<file path="config.mk">
export PLATFORM = sky130hd
export DESIGN_NAME = dma2d_engine
export DESIGN_NICKNAME = d
export VERILOG_FILES = /design/src/rtl/dma2d_pkg.sv /design/src/rtl/dma2d_ctx.sv /design/src/rtl/dma2d_walker.sv /design/src/rtl/dma2d_addr.sv /design/src/rtl/dma2d_engine.sv
export SDC_FILE = /design/constraint.sdc
export NUM_CORES = 1
export LEC_CHECK = 0
export BUFFER_PORTS_ARGS = -buffer_cell sky130_fd_sc_hd__buf_2
export CORE_ASPECT_RATIO = 0.5
export CORE_MARGIN = 3
export CORE_UTILIZATION = 55
export DETAILED_ROUTE_END_ITERATION = 10
export GPL_TIMING_DRIVEN = 1
export PLACE_DENSITY = 0.87
export SLEW_MARGIN = 5
export SYNTH_ARGS = -nofsm -noshare
export SYNTH_HDL_FRONTEND = slang
export SYNTH_HIERARCHICAL = 1
export SYNTH_SLANG_ARGS = --single-unit
</file>
<file path="constraint.sdc">
create_clock -name clk -period 22.9 [get_ports clk]
set_input_delay 3.435 -clock clk [delete_from_list [all_inputs] [get_ports clk]]
set_output_delay 3.435 -clock clk [all_outputs]
set_load 0.01 [all_outputs]
</file>
<file path="src/rtl/dma2d_pkg.sv">
package dma2d_pkg;

  typedef enum logic [1:0] {
    FN_COPY  = 2'd0,
    FN_XPOSE = 2'd1,
    FN_FUSE  = 2'd2,
    FN_BAD   = 2'd3
  } dma_fn_e;

  typedef enum logic [1:0] {
    ST_IDLE = 2'd0,
    ST_RD   = 2'd1,
    ST_WR   = 2'd2,
    ST_FIN  = 2'd3
  } dma_st_e;

  // Linear address of (row, col) in a strided 2D layout.
  function automatic logic [31:0] lin_addr(input logic [31:0] base,
                                           input logic [31:0] gap,
                                           input logic [31:0] len,
                                           input logic [31:0] row,
                                           input logic [31:0] col);
    return base + row * (len + gap) + col;
  endfunction

  function automatic logic fn_valid(input logic [1:0] f);
    return f != FN_BAD;
  endfunction

endpackage

</file>
<file path="src/rtl/dma2d_ctx.sv">
module dma2d_ctx #(
  parameter int AW = 16,
  parameter int CW = 8
) (
  input  logic              clk,
  input  logic              rst_n,
  input  logic              load_i,
  input  logic [1:0]        fn_i,
  input  logic [AW-1:0]     sa_i,
  input  logic [AW-1:0]     sa2_i,
  input  logic [AW-1:0]     sg_i,
  input  logic [AW-1:0]     da_i,
  input  logic [AW-1:0]     dg_i,
  input  logic [CW-1:0]     rows_i,
  input  logic [CW-1:0]     cols_i,
  input  logic [CW-1:0]     cols2_i,
  output dma2d_pkg::dma_fn_e fn_o,
  output logic [AW-1:0]     sa_o,
  output logic [AW-1:0]     sa2_o,
  output logic [AW-1:0]     sg_o,
  output logic [AW-1:0]     da_o,
  output logic [AW-1:0]     dg_o,
  output logic [CW-1:0]     rows_o,
  output logic [CW-1:0]     cols_o,
  output logic [CW-1:0]     cols2_o
);
  import dma2d_pkg::*;

  always_ff @(posedge clk or negedge rst_n) begin
    if (!rst_n) begin
      fn_o    <= FN_COPY;
      sa_o    <= '0;
      sa2_o   <= '0;
      sg_o    <= '0;
      da_o    <= '0;
      dg_o    <= '0;
      rows_o  <= '0;
      cols_o  <= '0;
      cols2_o <= '0;
    end else if (load_i) begin
      fn_o    <= dma_fn_e'(fn_i);
      sa_o    <= sa_i;
      sa2_o   <= sa2_i;
      sg_o    <= sg_i;
      da_o    <= da_i;
      dg_o    <= dg_i;
      rows_o  <= rows_i;
      cols_o  <= cols_i;
      cols2_o <= cols2_i;
    end
  end

endmodule

</file>
<file path="src/rtl/dma2d_walker.sv">
module dma2d_walker #(
  parameter int CW = 8
) (
  input  logic          clk,
  input  logic          rst_n,
  input  logic          clr_i,
  input  logic          step_i,
  input  logic [CW-1:0] rows_i,
  input  logic [CW-1:0] ncols_i,
  output logic [CW-1:0] row_o,
  output logic [CW-1:0] col_o,
  output logic          pass_o,
  output logic          end_of_pass_o
);
  logic col_last;
  logic row_last;

  assign col_last      = (col_o == ncols_i - CW'(1));
  assign row_last      = (row_o == rows_i - CW'(1));
  assign end_of_pass_o = col_last && row_last;

  always_ff @(posedge clk or negedge rst_n) begin
    if (!rst_n) begin
      row_o  <= '0;
      col_o  <= '0;
      pass_o <= 1'b0;
    end else if (clr_i) begin
      row_o  <= '0;
      col_o  <= '0;
      pass_o <= 1'b0;
    end else if (step_i) begin
      if (col_last) begin
        col_o <= '0;
        if (row_last) begin
          row_o  <= '0;
          pass_o <= 1'b1;
        end else begin
          row_o <= row_o + CW'(1);
        end
      end else begin
        col_o <= col_o + CW'(1);
      end
    end
  end

endmodule

</file>
<file path="src/rtl/dma2d_addr.sv">
module dma2d_addr #(
  parameter int AW = 16,
  parameter int CW = 8
) (
  input  dma2d_pkg::dma_fn_e fn_i,
  input  logic [AW-1:0]      sa_i,
  input  logic [AW-1:0]      sa2_i,
  input  logic [AW-1:0]      sg_i,
  input  logic [AW-1:0]      da_i,
  input  logic [AW-1:0]      dg_i,
  input  logic [CW-1:0]      rows_i,
  input  logic [CW-1:0]      cols_i,
  input  logic [CW-1:0]      cols2_i,
  input  logic [CW-1:0]      row_i,
  input  logic [CW-1:0]      col_i,
  input  logic               pass_i,
  output logic [AW-1:0]      src_addr_o,
  output logic [AW-1:0]      dst_addr_o
);
  import dma2d_pkg::*;

  logic [31:0] s_base, s_len, d_row, d_col, d_len;

  always_comb begin
    s_base = pass_i ? 32'(sa2_i) : 32'(sa_i);
    s_len  = pass_i ? 32'(cols2_i) : 32'(cols_i);
    unique case (fn_i)
      FN_XPOSE: begin
        d_row = 32'(col_i);
        d_col = 32'(row_i);
        d_len = 32'(rows_i);
      end
      FN_FUSE: begin
        d_row = 32'(row_i);
        d_col = 32'(col_i) + (pass_i ? 32'(cols_i) : 32'd0);
        d_len = 32'(cols_i) + 32'(cols2_i);
      end
      default: begin
        d_row = 32'(row_i);
        d_col = 32'(col_i);
        d_len = 32'(cols_i);
      end
    endcase
    src_addr_o = AW'(lin_addr(s_base, 32'(sg_i), s_len, 32'(row_i), 32'(col_i)));
    dst_addr_o = AW'(lin_addr(32'(da_i), 32'(dg_i), d_len, d_row, d_col));
  end

endmodule

</file>
<file path="src/rtl/dma2d_engine.sv">
module dma2d_engine #(
  parameter int AW = 16,
  parameter int CW = 8,
  parameter int DW = 8
) (
  input  logic          clk,
  input  logic          rst_n,
  input  logic          start_i,
  input  logic [1:0]    func_i,
  input  logic [AW-1:0] src_addr_i,
  input  logic [AW-1:0] src2_addr_i,
  input  logic [AW-1:0] src_gap_i,
  input  logic [AW-1:0] dst_addr_i,
  input  logic [AW-1:0] dst_gap_i,
  input  logic [CW-1:0] rows_i,
  input  logic [CW-1:0] cols_i,
  input  logic [CW-1:0] cols2_i,
  output logic          busy_o,
  output logic          done_o,
  output logic          mem_req_o,
  output logic          mem_we_o,
  output logic [AW-1:0] mem_addr_o,
  output logic [DW-1:0] mem_wdata_o,
  input  logic [DW-1:0] mem_rdata_i,
  input  logic          mem_rdy_i
);
  import dma2d_pkg::*;

  dma_st_e     st;
  dma_fn_e     c_fn;
  logic [AW-1:0] c_sa, c_sa2, c_sg, c_da, c_dg;
  logic [CW-1:0] c_rows, c_cols, c_cols2;
  logic [CW-1:0] w_row, w_col;
  logic          w_pass, w_eop;
  logic [AW-1:0] src_addr, dst_addr;
  logic [DW-1:0] data_q;

  // named internal events
  logic sess_go, sess_zero, rd_fire, wr_fire, more_pass;

  assign sess_go   = start_i && (st == ST_IDLE) && fn_valid(func_i);
  assign sess_zero = (rows_i == '0) || (cols_i == '0);
  assign rd_fire   = (st == ST_RD) && mem_rdy_i;
  assign wr_fire   = (st == ST_WR) && mem_rdy_i;
  assign more_pass = (c_fn == FN_FUSE) && !w_pass && (c_cols2 != '0);

  dma2d_ctx #(.AW(AW), .CW(CW)) ctx_i (
    .clk(clk), .rst_n(rst_n), .load_i(sess_go), .fn_i(func_i),
    .sa_i(src_addr_i), .sa2_i(src2_addr_i), .sg_i(src_gap_i),
    .da_i(dst_addr_i), .dg_i(dst_gap_i),
    .rows_i(rows_i), .cols_i(cols_i), .cols2_i(cols2_i),
    .fn_o(c_fn), .sa_o(c_sa), .sa2_o(c_sa2), .sg_o(c_sg),
    .da_o(c_da), .dg_o(c_dg),
    .rows_o(c_rows), .cols_o(c_cols), .cols2_o(c_cols2)
  );

  dma2d_walker #(.CW(CW)) walk_i (
    .clk(clk), .rst_n(rst_n), .clr_i(sess_go), .step_i(wr_fire),
    .rows_i(c_rows), .ncols_i(w_pass ? c_cols2 : c_cols),
    .row_o(w_row), .col_o(w_col), .pass_o(w_pass), .end_of_pass_o(w_eop)
  );

  dma2d_addr #(.AW(AW), .CW(CW)) addr_i (
    .fn_i(c_fn), .sa_i(c_sa), .sa2_i(c_sa2), .sg_i(c_sg),
    .da_i(c_da), .dg_i(c_dg),
    .rows_i(c_rows), .cols_i(c_cols), .cols2_i(c_cols2),
    .row_i(w_row), .col_i(w_col), .pass_i(w_pass),
    .src_addr_o(src_addr), .dst_addr_o(dst_addr)
  );

  always_ff @(posedge clk or negedge rst_n) begin
    if (!rst_n) begin
      st     <= ST_IDLE;
      data_q <= '0;
    end else begin
      unique case (st)
        ST_IDLE: if (sess_go) st <= sess_zero ? ST_FIN : ST_RD;
        ST_RD: if (rd_fire) begin
          data_q <= mem_rdata_i;
          st     <= ST_WR;
        end
        ST_WR: if (wr_fire) st <= (w_eop && !more_pass) ? ST_FIN : ST_RD;
        default: st <= ST_IDLE;
      endcase
    end
  end

  assign busy_o      = (st != ST_IDLE);
  assign done_o      = (st == ST_FIN);
  assign mem_req_o   = (st == ST_RD) || (st == ST_WR);
  assign mem_we_o    = (st == ST_WR);
  assign mem_addr_o  = (st == ST_WR) ? dst_addr : src_addr;
  assign mem_wdata_o = data_q;

endmodule

</file>
==> impl_metrics.yaml <==
outcome:
  result_of_the_run: "completed"
clock_tree:
  clock_tree_from_tritoncts: "done"
  clock_tree.htree_level_count: 4
  clkLatencyLatePin_ps: 450
  tritoncts.num_buffers: 17
  clk_path_buf_depth: 2
  cts-root-buf: "clkbuf_16"
  cts_resized: 0
  cts_num_sinks: 133
  cts_hold_buffers: 0
  buffers_inserted_during_post_cts_setup_optimization: 0
  clk_pin_slew_ps: 70
timing:
  report.final.setup_viol: 0
  max-slew-margin-rel_pct: 29.2
  final.setup_skew_ps: 11.9
  period_needed_ps: 12190
  finalHoldViolCount: 0
  rsz0062_at_grt: "no"
  tightestPinTransition_ps: 1030
  min_period_over_period_pct: 53.2
  max_clock_freq_ghz: 0.0821
  slew_viol_final: 0
  setup_total_negative_slack_ps: 0
placement:
  place_hpwl_um: 30000
  io_buffer_count: 145
  finalWeightedCongestion: 0.933
  placement.cell_area_um2: 16900
  count_of_placed_standard_cells_including_taps: 2078
cells_and_area:
  area_growth_from_synthesis_to_layout_pct: 10.2
  num-nets-final: 2114
  final_cell_area_um2: 17500
  antennaDiodeCount: 0
  layout_common_cells: "inv_1, nand2_1, fa_1"
  finish.cell_count_without_fillers: 2110
  fillCellCount: 2160
  final_layout_size_suffix_gt1_share_pct: 21.4
  layout.cells.most_common: "inv_1"
grt:
  via_count_of_the_first_global_routing_pass: 12500
  grt_overflow_total: 0
  grt_start_max_net_pins: 87
  grt_pass1_wl_um: 65600
  antenna_found_initial: 0
  groute.usage.overall_pct: 26.9
synthesis:
  synth_xor_area_share_pct: 6.98
  muxShareOfSynthArea_pct: 13.4
  synth_fa_ha_area_share_pct: 29.9
  synth_net_count: 1987
  yosys_warnings: 6
  yosys_most_used_dff: "dfrtp_1"
  ys_types: 87
  synth_async_sr_flop_share_pct: 100
  post_synth_instance_area_um2: 15800
  yosys.area_share.simple_pct: 12.8
  seq_area_frac_synth_pct: 21.0
  synth_top_family_by_area: "adder cells"
  synthesis.instances: 1588
  yosys_register_bits: 133
  synth_compound_gate_area_share_pct: 8.98
  synthesis.area_per_instance_um2: 9.97
  synth-edff-count: 0
route:
  first_pass_iters: 5
  total_wirelength_of_the_detailed_routed_design_um: 39700
  first_iter_violations: 1209
  wl_met3_um: 2760
  num_vias: 12200
  drtAntennaViolNets: 0
  drt-wirelength-per-cell_um: 18.8
  met2_wl_um: 19200
  drc: 0
  routed_via_density: 5.79
  m1WireLength_um: 16500
  top_layer_used: "met4"
flow_run:
  max-cap-violations: 0
setup_path:
  required_ps: 19470
  type_of_destination_of_the_critical_path: "primary output"
  worst-path-max-fanout: 29
  critical_path_arrival_ps: 8750
  criticalPathCategory: "flip-flop to primary output"
  critical-path-top-cell-by-count: "inv_1"
  delay_contributed_by_the_slowest_stage_of_the_critical_path_ps: 870
  critical_path.startpoint_type: "flip-flop"
  timing.critical_path.slowest_stage_cell: "ha_1"
floorplanning:
  fp.dieW_um: 246
  core_region_area_um2: 28000
  placement_rows: 43
  start_util_pct: 56.5
  die_height_um: 126
  floorplan.die_area_um2: 31000
  number_of_i_o_pins: 146
min_path:
  hp-class: "flip-flop to flip-flop"
-- final timing paths --
| kind | startpoint | end | slack, ps | depth (start not counted) |
|---|---|---|---|---|
| worst max-delay path | ctx_i/fn_o[0] | mem_addr_o[14] | 10710 | 27 |
| worst min-delay path | mem_wdata_o[4] | mem_wdata_o[4] | 490 | 1 |
| worst max register to register | walk_i/pass_o | walk_i/row_o[2] | 19450 | 11 |
| worst min register to register | mem_wdata_o[4] | mem_wdata_o[4] | 490 | 1 |
| max in group asynchronous | rst_n | walk_i/col_o[5] | 18610 | 2 |
| min in group asynchronous | rst_n | ctx_i/sa_o[7] | 3030 | 1 |
-- registers in the layout (all words and copies together), names as in the netlist --
signal         count
ctx_i/sg_o        16
walk_i/row_o       8
st                 2
walk_i/col_o       8
ctx_i/dg_o        16
walk_i/pass_o      1
ctx_i/sa2_o       16
ctx_i/cols2_o      8
mem_wdata_o        8
ctx_i/da_o        16
ctx_i/fn_o         2
ctx_i/cols_o       8
ctx_i/rows_o       8
ctx_i/sa_o        16
-- through the flow --
step           utilization, %  hold WS [ps]  setup slack (ps)
2_1_floorplan               -           476             11950
3_3_place_gp             60.2           469             11420
3_5_place_dp             60.2           480             11270
4_1_cts                  62.3           496             10750
5_1_grt                  62.3           517             10080
6_report                 62.3           494             10710
-- worst max-delay path, delay by kind of cell (launching register included) --
| kind | cells | cell delay [ps] |
|---|---|---|
| adder cells (fa/ha/maj) | 8 | 4250 |
| AO/OA/AOI/OAI | 7 | 1990 |
| buffers and inverters | 8 | 570 |
| flip-flops | 1 | 400 |
| XOR/XNOR | 1 | 390 |
| AND/OR/NAND/NOR | 2 | 350 |
| multiplexers | 1 | 320 |
-- cell usage after synthesis, types with 10 or more instances --
cell        n  area share, %
mux2_2    105            7.5
or3_1      10           0.40
nand2_1   163            3.9
o21bai_1   15           0.71
and2_1     52            2.1
fa_1      163             21
buf_2      11           0.35
a21o_1     12           0.57
a21oi_1    59            1.9
o21ai_0    35            1.1
xnor2_1    68            3.8
nor3_1     23           0.73
ha_1      118            9.3
clkbuf_1   28           0.66
nand2b_1   15           0.59
nor2b_1    14           0.55
xor2_1     34            1.9
mux2_4     40            3.8
nor2_1     64            1.5
nand3_1    19           0.60
dfrtp_1   133             21
mux2i_1    22            1.4
inv_1     220            5.2
mux2_1     10           0.71
-- final cells by class --
class	instances	area [µm²]	area share (%)
sequential	133	3330	19.1
clock buffer	19	453	2.59
timing repair buffer	157	822	4.71
multi-input combinational	1186	11400	65.4
inverter	220	831	4.76
clock inverter	13	135	0.774
tap	382	478	2.74
-- kinds of logic (layout without fill, tap and decap cells) --
family                   Yosys count  after routing
AO/OA/AOI/OAI                    205            205
XOR/XNOR                         112            112
adder cells (fa/ha/maj)          281            281
buffers and inverters            269            409
flip-flops                       133            133
multiplexers                     177            177
AND/OR/NAND/NOR                  411            411
-- metal layers --
metal / vias to the layer above / global-route usage (%)
li1: 5507 / -
met1: 6120 / 35.8
met2: 501 / 44.4
met3: 87 / 5.23
met4: 0 / 9.01
met5: - / 0
Power is left out: the tool's default activity adds up to more than one toggle a clock period on the data nets, which glitch-free logic cannot reach.
